<file path="src/rtl/zbt_pkg.sv">
package zbt_pkg;

    localparam int BURST_BITS   = 2;
    localparam int DEF_NBYTES   = 4;
    localparam int DEF_BYTE_W   = 9;
    localparam int DEF_ADDR_W   = 5;

    typedef logic [BURST_BITS-1:0] beat_t;

    typedef enum logic [1:0] {
        OP_IDLE  = 2'b00,
        OP_READ  = 2'b01,
        OP_WRITE = 2'b10
    } op_e;

    // low address bits of a burst beat
    function automatic beat_t burst_lo(beat_t start, beat_t n, logic il);
        beat_t r;
        if (il) r = start ^ n;
        else    r = beat_t'(start + n);
        return r;
    endfunction

endpackage

</file>
<file path="src/rtl/zbt_burst_gen.sv">
module zbt_burst_gen
    import zbt_pkg::*;
#(
    parameter int ADDR_W = DEF_ADDR_W
) (
    input  logic              clk,
    input  logic              rst,
    input  logic              sleep,
    input  logic              burst_il,
    input  logic [2:0]        chip_en,
    input  logic              adv,
    input  logic              wr_en,
    input  logic [ADDR_W-1:0] addr,
    output op_e               op_kind,
    output logic [ADDR_W-1:0] op_addr
);

    logic              active;
    op_e               held_kind;
    logic [ADDR_W-1:0] base;
    beat_t             beat;
    beat_t             nxt_beat;
    logic              cont;
    logic              load;

    assign cont     = !sleep && adv && active;
    assign load     = !sleep && !adv && (&chip_en);
    assign nxt_beat = beat_t'(beat + 1'b1);

    always_comb begin
        op_kind = OP_IDLE;
        op_addr = '0;
        if (cont) begin
            op_kind = held_kind;
            op_addr = {base[ADDR_W-1:BURST_BITS],
                       burst_lo(base[BURST_BITS-1:0], nxt_beat, burst_il)};
        end else if (load) begin
            op_kind = wr_en ? OP_WRITE : OP_READ;
            op_addr = addr;
        end
    end

    always_ff @(posedge clk) begin
        if (rst) begin
            active    <= 1'b0;
            held_kind <= OP_IDLE;
            base      <= '0;
            beat      <= '0;
        end else if (cont) begin
            beat <= nxt_beat;
        end else if (load) begin
            active    <= 1'b1;
            held_kind <= wr_en ? OP_WRITE : OP_READ;
            base      <= addr;
            beat      <= '0;
        end else if (!sleep && !adv) begin
            active <= 1'b0;
        end
    end

    AST_BEAT_STEP: assert property (@(posedge clk) disable iff (rst)
        (!sleep && adv && active) |=> (beat == beat_t'($past(beat) + 1'b1)))
        else $error("burst beat did not step");

    AST_LOAD_BEAT0: assert property (@(posedge clk) disable iff (rst)
        (!sleep && !adv && (&chip_en)) |=> (active && beat == '0))
        else $error("new command did not restart burst");

    AST_SLEEP_HOLD: assert property (@(posedge clk) disable iff (rst)
        sleep |=> ($stable(beat) && $stable(active)))
        else $error("burst state moved while asleep");

endmodule

</file>
<file path="src/rtl/zbt_array.sv">
module zbt_array
    import zbt_pkg::*;
#(
    parameter int ADDR_W = DEF_ADDR_W,
    parameter int NBYTES = DEF_NBYTES,
    parameter int BYTE_W = DEF_BYTE_W,
    localparam int DATA_W = NBYTES * BYTE_W,
    localparam int DEPTH  = 1 << ADDR_W
) (
    input  logic              clk,
    input  logic              rst,
    input  logic              wr_go,
    input  logic [ADDR_W-1:0] wr_addr,
    input  logic [NBYTES-1:0] wr_bwe,
    input  logic [DATA_W-1:0] wr_data,
    input  logic [ADDR_W-1:0] rd_addr,
    output logic [DATA_W-1:0] rd_word,
    output logic [DATA_W-1:0] rd_fwd
);

    logic [DATA_W-1:0] mem [DEPTH];

    always_ff @(posedge clk) begin
        if (rst) begin
            for (int i = 0; i < DEPTH; i++) mem[i] <= '0;
        end else if (wr_go) begin
            for (int b = 0; b < NBYTES; b++) begin
                if (wr_bwe[b]) mem[wr_addr][b*BYTE_W +: BYTE_W] <= wr_data[b*BYTE_W +: BYTE_W];
            end
        end
    end

    assign rd_word = mem[rd_addr];

    // merge of a write landing on this very edge
    always_comb begin
        rd_fwd = rd_word;
        if (wr_go && (wr_addr == rd_addr)) begin
            for (int b = 0; b < NBYTES; b++) begin
                if (wr_bwe[b]) rd_fwd[b*BYTE_W +: BYTE_W] = wr_data[b*BYTE_W +: BYTE_W];
            end
        end
    end

    AST_WRITE_LANDS: assert property (@(posedge clk) disable iff (rst)
        (wr_go && (&wr_bwe)) |=> (mem[$past(wr_addr)] == $past(wr_data)))
        else $error("full write did not land");

endmodule

</file>
<file path="src/rtl/zbt_sram_core.sv">
module zbt_sram_core
    import zbt_pkg::*;
#(
    parameter int ADDR_W = DEF_ADDR_W,
    parameter int NBYTES = DEF_NBYTES,
    parameter int BYTE_W = DEF_BYTE_W,
    localparam int DATA_W = NBYTES * BYTE_W
) (
    input  logic              clk,
    input  logic              rst,
    input  logic              pipe_mode,
    input  logic              burst_il,
    input  logic              sleep,
    input  logic              out_en,
    input  logic [2:0]        chip_en,
    input  logic              adv,
    input  logic              wr_en,
    input  logic [ADDR_W-1:0] addr,
    input  logic [NBYTES-1:0] byte_we,
    input  logic [DATA_W-1:0] wdata,
    output logic [DATA_W-1:0] dq_out,
    output logic              dq_oe
);

    op_e               op_kind;
    logic [ADDR_W-1:0] op_addr;

    op_e               s1_kind, s2_kind;
    logic [ADDR_W-1:0] s1_addr, s2_addr;
    logic [NBYTES-1:0] s1_bwe,  s2_bwe;

    logic              commit;
    logic [ADDR_W-1:0] commit_addr;
    logic [NBYTES-1:0] commit_bwe;
    logic [DATA_W-1:0] rd_word, rd_fwd;

    logic [DATA_W-1:0] out_q;
    logic              out_v;
    logic              data_ok;

    zbt_burst_gen #(.ADDR_W(ADDR_W)) u_burst (
        .clk     (clk),
        .rst     (rst),
        .sleep   (sleep),
        .burst_il(burst_il),
        .chip_en (chip_en),
        .adv     (adv),
        .wr_en   (wr_en),
        .addr    (addr),
        .op_kind (op_kind),
        .op_addr (op_addr)
    );

    // command stages: s1 = issued last edge, s2 = the edge before
    always_ff @(posedge clk) begin
        if (rst) begin
            s1_kind <= OP_IDLE;
            s2_kind <= OP_IDLE;
            s1_addr <= '0;
            s2_addr <= '0;
            s1_bwe  <= '0;
            s2_bwe  <= '0;
        end else begin
            s1_kind <= op_kind;
            s1_addr <= op_addr;
            s1_bwe  <= byte_we;
            s2_kind <= s1_kind;
            s2_addr <= s1_addr;
            s2_bwe  <= s1_bwe;
        end
    end

    // late write: two edges in pipelined mode, one in flow-through
    always_comb begin
        if (pipe_mode) begin
            commit      = (s2_kind == OP_WRITE);
            commit_addr = s2_addr;
            commit_bwe  = s2_bwe;
        end else begin
            commit      = (s1_kind == OP_WRITE);
            commit_addr = s1_addr;
            commit_bwe  = s1_bwe;
        end
    end

    zbt_array #(.ADDR_W(ADDR_W), .NBYTES(NBYTES), .BYTE_W(BYTE_W)) u_array (
        .clk    (clk),
        .rst    (rst),
        .wr_go  (commit),
        .wr_addr(commit_addr),
        .wr_bwe (commit_bwe),
        .wr_data(wdata),
        .rd_addr(s1_addr),
        .rd_word(rd_word),
        .rd_fwd (rd_fwd)
    );

    always_ff @(posedge clk) begin
        if (rst) begin
            out_q <= '0;
            out_v <= 1'b0;
        end else begin
            out_q <= rd_fwd;
            out_v <= (s1_kind == OP_READ);
        end
    end

    assign data_ok = pipe_mode ? out_v : (s1_kind == OP_READ);
    assign dq_out  = pipe_mode ? out_q : rd_word;
    assign dq_oe   = data_ok && out_en && !sleep;

    logic rd_iss;
    assign rd_iss = !rst && (op_kind == OP_READ);

    AST_FLOW_DRIVE: assert property (@(posedge clk) disable iff (rst)
        (!pipe_mode && out_en && !sleep) |-> (dq_oe == $past(rd_iss)))
        else $error("flow-through read drive timing wrong");

    AST_PIPE_DRIVE: assert property (@(posedge clk) disable iff (rst)
        (pipe_mode && out_en && !sleep) |-> (dq_oe == $past(rd_iss, 2)))
        else $error("pipelined read drive timing wrong");

endmodule

</file>
<file path="config.mk">
export PLATFORM = sky130hd
export DESIGN_NAME = zbt_sram_core
export DESIGN_NICKNAME = d
export VERILOG_FILES = /design/src/rtl/zbt_pkg.sv /design/src/rtl/zbt_burst_gen.sv /design/src/rtl/zbt_array.sv /design/src/rtl/zbt_sram_core.sv
export SDC_FILE = /design/constraint.sdc
export NUM_CORES = 2
export LEC_CHECK = 0
export BUFFER_PORTS_ARGS = -buffer_cell sky130_fd_sc_hd__clkbuf_2
export CORE_MARGIN = 2
export CORE_UTILIZATION = 53
export CTS_BUF_LIST = sky130_fd_sc_hd__clkbuf_16
export CTS_CLUSTER_SIZE = 16
export DETAILED_ROUTE_END_ITERATION = 12
export PLACE_DENSITY = 0.69
export SETUP_SLACK_MARGIN = 0.05
export SLEW_MARGIN = 10
export SYNTH_ARGS = -nofsm -noshare
export SYNTH_HDL_FRONTEND = slang
export SYNTH_SLANG_ARGS = --single-unit
export TNS_END_PERCENT = 50
</file>
<file path="constraint.sdc">
create_clock -name clk -period 6.65 [get_ports clk]
set_input_delay 1.33 -clock clk [delete_from_list [all_inputs] [get_ports clk]]
set_output_delay 1.33 -clock clk [all_outputs]
set_load 0.01 [all_outputs]
</file>
==> flow_metrics.py <==
metrics = {
    "status": {
        "status": "complete, no violations",
    },
    "layout": {
        "nFillCells": 8260,
        "nets": 4366,
        "final_cell_mix": "and2_1, edfxtp_1, mux2i_1, a22oi_1, nand2_1",
        "final_util_pct": 58.7,
        "layout-drive-gt1-share_pct": 10.4,
        "area_growth_pct": 9.52,
    },
    "pwr": {
        "power_density_nw_per_um2": 265,
        "power_frac_seq_pct": 53.2,
        "p_sw_share_pct": 21.6,
        "comb_power_share_pct": 4.2,
        "vdd_drop_max_uv": 207,
        "p_clk_share_pct": 42.5,
        "p_switching_uw": 3540,
        "cellInternalPower_uw": 12900,
        "p_leak_uw": 0.0216,
    },
    "place": {
        "dpl.hpwl_um": 88800,
        "gp_congestion": 0.813,
        "io_buffer_count": 92,
    },
    "job": {
        "cap_violations": 0,
    },
    "clock_tree": {
        "hold_buffers": 0,
        "cts-buffers-inserted": 130,
        "cts_tree": "built",
        "cts_setup_buffers": 0,
        "h-tree-depth": 4,
        "clkLatencyLatePin_ns": 0.73,
        "clockRootBuffer": "clkbuf_16",
        "clockBufferDepth": 3,
        "path_clk_slew_ns": 0.06,
        "cts_resized": 0,
        "cts.sinks": 1221,
    },
    "synth": {
        "synth.area.top_cells": "edfxtp_1, and2_1, mux2i_1",
        "synth_edf_count": 1152,
        "synth.avg_cell_area_um2": 13.0,
        "synthesis.area_um2": 56600,
        "synth_top_cell_by_area": "edfxtp_1",
        "synth_fp_nets": 4416,
        "synthDistinctLibCells": 43,
        "synth-xor-area-share_pct": 0.124,
        "synth_fa_ha_area_share_pct": 0.0221,
        "ys_async_sr_fraction_pct": 0,
        "synth_compound_area_share_pct": 5.93,
        "syn_inst": 4359,
        "yosys_register_bits": 1221,
        "synthMuxAreaShare_pct": 10.4,
        "synth_top_family_by_area": "simple AND/OR/NAND/NOR gates",
        "synth_simple_gate_area_share_pct": 17.6,
        "ys.flop_type": "edfxtp_1",
        "yosysTopAreaCellShare_pct": 61.1,
        "seq_area_frac_synth_pct": 63.5,
        "synth_warnings": 0,
    },
    "global_routing": {
        "track_usage_pct": 27.1,
        "grt_pass1_vias": 33500,
        "overflow": 0,
        "grt_pass1_wl_um": 216000,
        "grt_max_degree": 99,
        "antenna_found_initial": 1,
    },
    "die": {
        "die_area_um2": 109000,
        "dieHeight_um": 331,
        "die_x_um": 331,
        "core_um2": 106000,
        "rows": 119,
        "io_pins": 93,
        "initial_core_util_pct": 53.6,
    },
    "detailed_routing": {
        "drt_iter0_markers": 3617,
        "wire_per_inst_um": 25.5,
        "finalWirelength_um": 148000,
        "drcViolationCount": 0,
        "drtPass1Iterations": 6,
        "vias": 33600,
        "postRouteAntennaNets": 0,
        "viasPerCell": 5.79,
    },
    "sta": {
        "fin_worst_skew_ns": 0.0262,
        "tns_ns": 0,
        "finalHoldViolCount": 0,
        "whs_ns": 0.459,
        "finalCriticalPeriod_ns": 5.41,
        "fin_crit_sh_pct": 81.4,
        "setup_violations": 0,
        "rsz0062_at_grt": "false",
        "worst_slew_pin_slew_ns": 1.15,
        "slew_headroom_pct": 23.4,
        "drv_slew": 0,
        "max_freq_ghz": 0.185,
    },
    "setup_path": {
        "crit_slowest_cell": "dfxtp_4",
        "worstSetupStartpointType": "flip-flop",
        "crit_chain": "buf_12 > mux2i_1 > a22oi_1 > nand2_1 > o22ai_1 > nor3_1 > a21oi_1 > clkbuf_2",
        "crit_fanout": 98,
        "critPathMaxStageDelay_ns": 0.91,
        "critPathArrivalTime_ns": 4.08,
        "worstPathRequired_ns": 5.32,
        "path_class": "reg -> out",
        "cp-end-kind": "output pin",
        "cp_top_family": "compound AO/OA/AOI/OAI gates",
        "critical_path_buf_inv_count": 2,
    },
    "hold_path": {
        "hp-class": "reg -> reg",
    },
}
area by class of cell:
class	count	area [um2]	area share [%]
repair buffers	117	757	1.22
clock buffers	139	3480	5.61
multi-input cells	2799	19300	31.1
clock inverters	92	611	0.985
diodes	3	7.51	0.0121
inverters	40	150	0.242
well taps	1391	1740	2.81
flip-flops and latches	1221	36000	58.0
power groups by stage:
| stage | sequential [uW] | clock [uW] | combinational (uW) |
|---|---|---|---|
| after floorplan | 8850 | 0 | 416 |
| after global placement | 8890 | 0 | 686 |
| after detailed placement | 8900 | 0 | 697 |
| after CTS | 8740 | 7040 | 698 |
| after global routing | 8760 | 7350 | 745 |
| final | 8740 | 6980 | 698 |
kinds of logic after synthesis:
logic type      Yosys count
simple gates           1737
flops                  1221
fa+ha+maj                 1
buf+inv                 339
mux                     586
compound gates          467
xor+xnor                  8
state kept, by name (all words and copies together), names as in the netlist:
signal	flops
out_q	36
s1_addr	5
s2_addr	5
s1_kind	2
u_burst.beat	2
u_burst.base	5
s1_bwe	4
s2_kind	2
u_burst.held_kind	2
u_array.mem	1152
out_v	1
s2_bwe	4
u_burst.active	1
worst min-delay path, stage by stage, from the launching register on:
cell and delay, ns:
dfxtp_1 0.31, nand2_1 0.05, a21oi_1 0.05
path summary, 6_finish.rpt:
| check | startpoint | to | slack, ns | cells past startpoint |
|---|---|---|---|---|
| setup reg to reg | s1_addr[4]$_SDFF_PP0_ | u_array.mem[17][28]$_SDFFCE_PN0P_ | 2.63 | 6 |
| hold reg to reg | u_burst.base[0]$_SDFFE_PP0P_ | u_burst.base[0]$_SDFFE_PP0P_ | 0.46 | 2 |
| hold / removal | u_burst.base[0]$_SDFFE_PP0P_ | u_burst.base[0]$_SDFFE_PP0P_ | 0.46 | 2 |
| setup / recovery | s1_addr[1]$_SDFF_PP0_ | dq_out[27] | 1.24 | 8 |
Yosys cell counts, types with 3 or more instances:
cell          n
o21bai_1      4
edfxtp_1   1152
nor2b_1      17
nand3_1       3
clkbuf_1    200
nor2_2       21
a21oi_1      57
buf_2        75
o32ai_2       4
mux2i_1     583
inv_1        40
or2_2       129
and2_1     1153
buf_1        19
o22ai_1      72
a22oi_1     288
nand2_1     196
nand3b_1      3
nor3_1       37
dfxtp_1      69
nor2_1      160
nand2b_1      8
buf_4         4
o2bb2ai_1    36
mux2_2        3
xor2_1        6
through the flow:
stage / setup WS (ns) / std cells / total power (uW) / area [um2]
after detailed placement: 1.93 / 5568 / 9600 / 57900
after global placement: 2.02 / 5568 / 9580 / 57900
after global routing: 1.14 / 5799 / 16800 / 62000
final: 1.24 / 5802 / 16400 / 62000
after floorplan: 2.71 / 4359 / 9260 / 56600
after CTS: 1.30 / 5799 / 16500 / 62000
routing by layer:
layer | up-vias | part of all wire [%] | global-route usage (%)
li1 | 15600 | - | -
met1 | 16500 | 41 | 36.3
met2 | 1272 | 48 | 44.5
met3 | 270 | 7.1 | 4.61
met4 | 0 | 3.7 | 10.5
met5 | - | 0 | 0
Note: power is estimated with default switching activity, not from simulation.
